$ cat config.mk
export PLATFORM = sky130hd
export DESIGN_NAME = lps_ctrl
export DESIGN_NICKNAME = d
export VERILOG_FILES = /design/src/rtl/lps_pkg.sv /design/src/rtl/lps_entry_timer.sv /design/src/rtl/lps_event_bank.sv /design/src/rtl/lps_fsm.sv /design/src/rtl/lps_ctrl.sv
export SDC_FILE = /design/constraint.sdc
export NUM_CORES = 1
export LEC_CHECK = 0
export BUFFER_PORTS_ARGS = -buffer_cell sky130_fd_sc_hd__buf_2
export CAP_MARGIN = 20
export CORE_MARGIN = 1
export CORE_UTILIZATION = 39
export DETAILED_ROUTE_END_ITERATION = 6
export GPL_ROUTABILITY_DRIVEN = 1
export SETUP_SLACK_MARGIN = 0.05
export SLEW_MARGIN = 15
export SYNTH_ARGS = -nofsm -noshare
export SYNTH_HDL_FRONTEND = slang
export SYNTH_HIERARCHICAL = 1
export SYNTH_SLANG_ARGS = --single-unit
$ cat constraint.sdc
create_clock -name clk -period 5.8 [get_ports clk]
set_input_delay 0.58 -clock clk [delete_from_list [all_inputs] [get_ports clk]]
set_output_delay 0.58 -clock clk [all_outputs]
set_load 0.05 [all_outputs]
$ cat src/rtl/lps_pkg.sv
package lps_pkg;

  typedef enum logic [2:0] {
    ST_NORMAL  = 3'd0,
    ST_AHALT   = 3'd1,
    ST_STOPGNT = 3'd3,
    ST_SNOOP   = 3'd4,
    ST_SLEEP   = 3'd5
  } pstate_e;

  typedef enum logic [1:0] {
    HS_IDLE = 2'd0,
    HS_ACK  = 2'd1,
    HS_WAIT = 2'd2
  } hs_e;

  localparam int unsigned NUM_EVT  = 5;
  localparam int unsigned EV_SMI   = 0;
  localparam int unsigned EV_INIT  = 1;
  localparam int unsigned EV_BINIT = 2;
  localparam int unsigned EV_LINT0 = 3;
  localparam int unsigned EV_LINT1 = 4;

  // Counter value loaded on the response edge so that the state changes
  // exactly dly edges after it.
  function automatic int unsigned dly_load(input int unsigned dly);
    return (dly == 0) ? 0 : dly - 1;
  endfunction

endpackage

$ cat src/rtl/lps_entry_timer.sv
module lps_entry_timer
  import lps_pkg::*;
#(
  parameter int unsigned ENTRY_DLY = 20
) (
  input  logic clk,
  input  logic rst_n,
  input  logic start,
  input  logic abort,
  input  logic ack_resp,
  output logic ack_req,
  output logic busy,
  output logic done
);
  localparam int unsigned CW = $clog2(ENTRY_DLY + 1);

  hs_e           ph;
  logic [CW-1:0] cnt;

  always_ff @(posedge clk or negedge rst_n) begin
    if (!rst_n) begin
      ph  <= HS_IDLE;
      cnt <= '0;
    end else begin
      case (ph)
        HS_IDLE: if (start && !abort) ph <= HS_ACK;
        HS_ACK: begin
          if (abort) ph <= HS_IDLE;
          else if (ack_resp) begin
            ph  <= HS_WAIT;
            cnt <= CW'(dly_load(ENTRY_DLY));
          end
        end
        HS_WAIT: begin
          if (abort || cnt == '0) ph <= HS_IDLE;
          else cnt <= cnt - 1'b1;
        end
        default: ph <= HS_IDLE;
      endcase
    end
  end

  assign ack_req = (ph == HS_ACK);
  assign busy    = (ph != HS_IDLE);
  assign done    = (ph == HS_WAIT) && (cnt == '0) && !abort;
endmodule

$ cat src/rtl/lps_event_bank.sv
module lps_event_bank #(
  parameter int unsigned N = 5
) (
  input  logic         clk,
  input  logic         rst_n,
  input  logic [N-1:0] evt_in,
  input  logic         clr,
  input  logic         wipe,
  output logic [N-1:0] pend
);
  for (genvar i = 0; i < N; i++) begin : g_evt
    always_ff @(posedge clk or negedge rst_n) begin
      if (!rst_n)         pend[i] <= 1'b0;
      else if (evt_in[i]) pend[i] <= 1'b1;
      else if (clr || wipe) pend[i] <= 1'b0;
    end
  end
endmodule

$ cat src/rtl/lps_fsm.sv
module lps_fsm
  import lps_pkg::*;
(
  input  logic    clk,
  input  logic    rst_n,
  input  logic    stpclk,
  input  logic    slp,
  input  logic    binit,
  input  logic    core_rst,
  input  logic    snoop,
  input  logic    halt,
  input  logic    granted,
  input  logic    any_pend,
  input  logic    hs_busy,
  input  logic    hs_done,
  output pstate_e st,
  output logic    ret_sg,
  output logic    hs_start,
  output logic    hs_abort,
  output logic    viol_early,
  output logic    viol_sleep,
  output logic    snoop_err
);
  pstate_e nxt;
  logic    nxt_ret;
  logic    sg_release;
  logic    early_ev, sleep_ev, snperr_ev;

  assign sg_release = !stpclk && (granted || binit);

  always_comb begin
    nxt     = st;
    nxt_ret = ret_sg;
    if (core_rst && st != ST_STOPGNT) begin
      nxt = ST_NORMAL;
    end else begin
      case (st)
        ST_NORMAL: begin
          if (hs_done) nxt = ST_STOPGNT;
          else if (halt && !hs_busy && !stpclk) nxt = ST_AHALT;
        end
        ST_AHALT: begin
          if (snoop) begin
            nxt     = ST_SNOOP;
            nxt_ret = 1'b0;
          end else if (!halt || any_pend) nxt = ST_NORMAL;
        end
        ST_STOPGNT: begin
          if (core_rst) nxt = ST_STOPGNT;
          else if (sg_release) nxt = ST_NORMAL;
          else if (slp) nxt = ST_SLEEP;
          else if (snoop) begin
            nxt     = ST_SNOOP;
            nxt_ret = 1'b1;
          end
        end
        ST_SNOOP: if (!snoop) nxt = ret_sg ? ST_STOPGNT : ST_AHALT;
        ST_SLEEP: if (!slp) nxt = ST_STOPGNT;
        default:  nxt = ST_NORMAL;
      endcase
    end
  end

  assign hs_start  = (st == ST_NORMAL) && stpclk && !core_rst;
  assign hs_abort  = !stpclk || core_rst;
  assign early_ev  = (hs_busy && !stpclk) ||
                     ((st == ST_STOPGNT) && !stpclk && !granted && !binit && !core_rst);
  assign sleep_ev  = (st == ST_SLEEP) && !stpclk;
  assign snperr_ev = snoop && ((st == ST_SLEEP) || ((st == ST_STOPGNT) && slp));

  always_ff @(posedge clk or negedge rst_n) begin
    if (!rst_n) begin
      st         <= ST_NORMAL;
      ret_sg     <= 1'b0;
      viol_early <= 1'b0;
      viol_sleep <= 1'b0;
      snoop_err  <= 1'b0;
    end else begin
      st         <= nxt;
      ret_sg     <= nxt_ret;
      viol_early <= viol_early | early_ev;
      viol_sleep <= viol_sleep | sleep_ev;
      snoop_err  <= snoop_err | snperr_ev;
    end
  end
endmodule

$ cat src/rtl/lps_ctrl.sv
module lps_ctrl
  import lps_pkg::*;
#(
  parameter int unsigned ENTRY_DLY = 20
) (
  input  logic                 clk,
  input  logic                 rst_n,
  input  logic                 stpclk_req,
  input  logic                 slp_req,
  input  logic                 bus_init,
  input  logic                 core_rst,
  input  logic                 snoop_act,
  input  logic                 halt_ind,
  input  logic                 evt_smi,
  input  logic                 evt_init,
  input  logic                 evt_lint0,
  input  logic                 evt_lint1,
  input  logic                 all_granted,
  input  logic                 ack_resp,
  input  logic                 svc_ack,
  output logic [2:0]           state_code,
  output logic                 ack_req,
  output logic [NUM_EVT-1:0]   pend,
  output logic [NUM_EVT-1:0]   svc_pend,
  output logic                 viol_early,
  output logic                 viol_sleep,
  output logic                 snoop_err
);
  // Named internal events, visible to the bound checker.
  pstate_e            st_w;
  logic               ret_sg_w;
  logic               hs_start_w, hs_abort_w, hs_busy_w, hs_done_w;
  logic               in_normal_w;
  logic [NUM_EVT-1:0] evt_vec_w;

  assign in_normal_w = (st_w == ST_NORMAL);

  always_comb begin
    evt_vec_w           = '0;
    evt_vec_w[EV_SMI]   = evt_smi;
    evt_vec_w[EV_INIT]  = evt_init;
    evt_vec_w[EV_BINIT] = bus_init;
    evt_vec_w[EV_LINT0] = evt_lint0;
    evt_vec_w[EV_LINT1] = evt_lint1;
  end

  lps_entry_timer #(.ENTRY_DLY(ENTRY_DLY)) u_timer (
    .clk      (clk),
    .rst_n    (rst_n),
    .start    (hs_start_w),
    .abort    (hs_abort_w),
    .ack_resp (ack_resp),
    .ack_req  (ack_req),
    .busy     (hs_busy_w),
    .done     (hs_done_w)
  );

  lps_event_bank #(.N(NUM_EVT)) u_events (
    .clk    (clk),
    .rst_n  (rst_n),
    .evt_in (evt_vec_w),
    .clr    (svc_ack && in_normal_w),
    .wipe   (core_rst),
    .pend   (pend)
  );

  lps_fsm u_fsm (
    .clk        (clk),
    .rst_n      (rst_n),
    .stpclk     (stpclk_req),
    .slp        (slp_req),
    .binit      (bus_init),
    .core_rst   (core_rst),
    .snoop      (snoop_act),
    .halt       (halt_ind),
    .granted    (all_granted),
    .any_pend   (|pend),
    .hs_busy    (hs_busy_w),
    .hs_done    (hs_done_w),
    .st         (st_w),
    .ret_sg     (ret_sg_w),
    .hs_start   (hs_start_w),
    .hs_abort   (hs_abort_w),
    .viol_early (viol_early),
    .viol_sleep (viol_sleep),
    .snoop_err  (snoop_err)
  );

  assign state_code = st_w;
  assign svc_pend   = in_normal_w ? pend : '0;
endmodule

==> results.yml <==
status:
  outcome: "completed"
pwr:
  intPower_uw: 276
  power.total_uw: 559
  p_leak_uw: 0.000601
  switchingPower_uw: 283
  power_density_nw_per_um2: 428
  p_comb_share_pct: 52.2
  vdd_ir_drop_max_uv: 280
  p_sw_share_pct: 50.6
  p_clk_share_pct: 12.0
  pwr-share-seq_pct: 35.7
floorplan:
  die_h_um: 55.3
  io_pins: 32
  start_util_pct: 42.8
  die_x_um: 55.3
  floorplan.die_area_um2: 3060
  core-area_um2: 2590
  num_rows: 18
routing:
  vias: 974
  wl_met1_um: 1160
  wl_met2_um: 997
  drt_first_iter_violations: 31
  highest_layer: "met4"
  antenna_left: 0
  met3_length_um: 171
  dr.pass1.iters: 4
  viasPerCell: 5.53
  wl_um: 2370
  drc: 0
  wl_per_cell_um: 13.4
hold_path:
  hold_class: "input pin to asynchronous set/reset pin"
synth:
  synth_seq_cells: 19
  synth_xor_area_share_pct: 0.790
  synth.distinct_cells: 46
  synth-main-ff-cell: "dfrtp_1"
  synth_area_leaders: "dfrtp_1 (43%), a21o_1 (3.4%), and2_1 (3.4%)"
  syn_area_um2: 1110
  synth.avg_cell_area_um2: 9.72
  syn_inst: 114
  yosysTopAreaCell: "dfrtp_1"
  async_flop_share_pct: 100
  syn_nets: 130
  synth_top_family_by_area: "simple AND/OR/NAND/NOR gates"
  ys_seq_area_share_pct: 42.9
  synth-compound-area-share_pct: 22.7
  yosys.area_share.simple_pct: 26.6
  synth_edf_count: 0
  muxShareOfSynthArea_pct: 0.903
  synth_top_area_share_pct: 42.9
  synthAdderAreaFrac_pct: 1.13
  synth_warnings: 6
critical_path:
  start_kind: "register"
  crit_fanout: 16
  crit_chain: "nor3_2, and2_1, buf_2"
  critPathRequiredTime_ps: 5220
  criticalPathCategory: "register to output port"
  crit_start: "u_fsm/st[0]"
  cp.arrival_ps: 1660
  slowest_stage: "dfrtp_1"
  r2r-start: "u_timer/cnt[0]"
  endpoint_kind: "output port"
  cpPeakStageDelay_ps: 570
global_route:
  grt_pass1_wl_um: 4130
  grt_max_degree: 20
  grt_pass1_vias: 904
  grt_use_total_pct: 17.1
  antenna_found_initial: 0
  grt_overflow: 0
sta:
  max_slew_margin_pct: 68.2
  slew_violations: 0
  tightest_slew_ps: 476
  fmax_ghz: 0.446
  layout_setup_ws_ps: 3560
  rsz0062_at_grt: "false"
  min_period_over_period_pct: 38.7
  hold_viol_final: 0
  skew_ps: 2.41
  tns_ps: 0
  setup_violations: 0
  min_period_ps: 2240
placed_design:
  gp_congestion: 0.751
  place_ws_ps: 3480
  portBuffers: 31
  place_hpwl_um: 1790
clock_tree:
  cts_buffer_depth: 2
  clock-sinks: 19
  cts.clk_slew.worst_paths_ps: 110
  cts_hold_buf: 0
  cts-root-buf: "clkbuf_4"
  htreeDepth: 1
  cts_setup_buffers: 0
  cts_tree: "yes"
  ctsResizeCount: 0
  insertion_delay_ps: 290
  cts_made_buffers: 3
cells_and_area:
  drive_above_1_share_pct: 32.2
  most-common-layout-cells: "buf_2 (31), dfrtp_1 (19), inv_1 (9)"
  final_net_count: 163
  area_delta_synth_final_pct: 17.8
  diodes: 0
  mostFrequentLayoutCell: "buf_2"
job:
  max_cap_viol_count: 0
path summary, 6_finish.rpt:
kind / to / slack [ps] / cells after the start
min in group clk: u_events/pend[0] / 450 / 2
setup / recovery: svc_pend[3] / 3560 / 3
setup reg to reg: u_fsm/st[0] / 3690 / 7
hold / removal: u_events/pend[4] / 200 / 1
max in group asynchronous: u_fsm/ret_sg / 5300 / 1
hold reg to reg: u_fsm/viol_sleep / 480 / 1
kinds of logic (layout without fill, tap and decap cells):
| group | count (synthesis) | after routing |
|---|---|---|
| mux | 1 | 1 |
| fa+ha+maj | 1 | 1 |
| compound gates | 34 | 34 |
| buf+inv | 12 | 44 |
| simple gates | 46 | 46 |
| flops | 19 | 19 |
| xor+xnor | 1 | 1 |
flip-flops by register name, indices dropped and copies added, names as in the netlist:
name / cells
u_events/pend: 5
u_fsm/ret_sg: 1
u_fsm/snoop_err: 1
u_fsm/st: 3
u_fsm/viol_early: 1
u_fsm/viol_sleep: 1
u_timer/cnt: 5
u_timer/ph: 2
synthesized netlist by cell type, types with 2 or more instances:
library cell,count
nor3b_1,2
dfrtp_1,19
nand3b_1,2
inv_1,9
nand2_1,4
nand2b_1,2
o21ba_2,2
o21ai_0,4
nor4_1,2
nor3_1,5
or2b_2,2
nor4b_1,2
a21o_1,5
and2_1,6
nor2_1,8
o22ai_1,2
clkbuf_2,2
a21oi_1,6
a31oi_1,2
nand3_1,2
stage by stage:
| step | instance area [um2] | std cells | util, % | hold slack, ps |
|---|---|---|---|---|
| 2_1_floorplan | 1110 | 114 | - | 284 |
| 3_3_place_gp | 1280 | 172 | 49.4 | 446 |
| 3_5_place_dp | 1280 | 172 | 49.4 | 455 |
| 4_1_cts | 1310 | 176 | 50.4 | 212 |
| 5_1_grt | 1310 | 176 | 50.4 | 225 |
| 6_report | 1310 | 176 | 50.4 | 204 |
worst max-delay path, delay by kind of cell (launching register included):
family,cells,cell delay [ps]
buffers and inverters,1,250
DFF,1,570
and+or+nand+nor,2,550
final cells by class:
type | instances | area, um2
multi-input cells | 83 | 578
well taps | 30 | 37.5
inverters | 9 | 33.8
fillers | 246 | 1280
flip-flops and latches | 19 | 475
clock buffers | 4 | 26.3
repair buffers | 31 | 155
power groups by stage:
| stage | Combinational, uW | Clock, uW | Sequential [uW] |
|---|---|---|---|
| 2_1_floorplan | 168 | 0 | 263 |
| 3_3_place_gp | 289 | 0 | 203 |
| 3_5_place_dp | 293 | 0 | 203 |
| 4_1_cts | 294 | 70.6 | 200 |
| 5_1_grt | 312 | 78.1 | 206 |
| 6_report | 292 | 67.3 | 200 |
routing by layer:
layer / vias to the layer above / GRT usage (%)
met5: - / 0
met4: 0 / 7.50
met3: 4 / 2.81
met2: 38 / 25.0
met1: 449 / 24.8
li1: 483 / -
(Power assumes the default switching activity.)
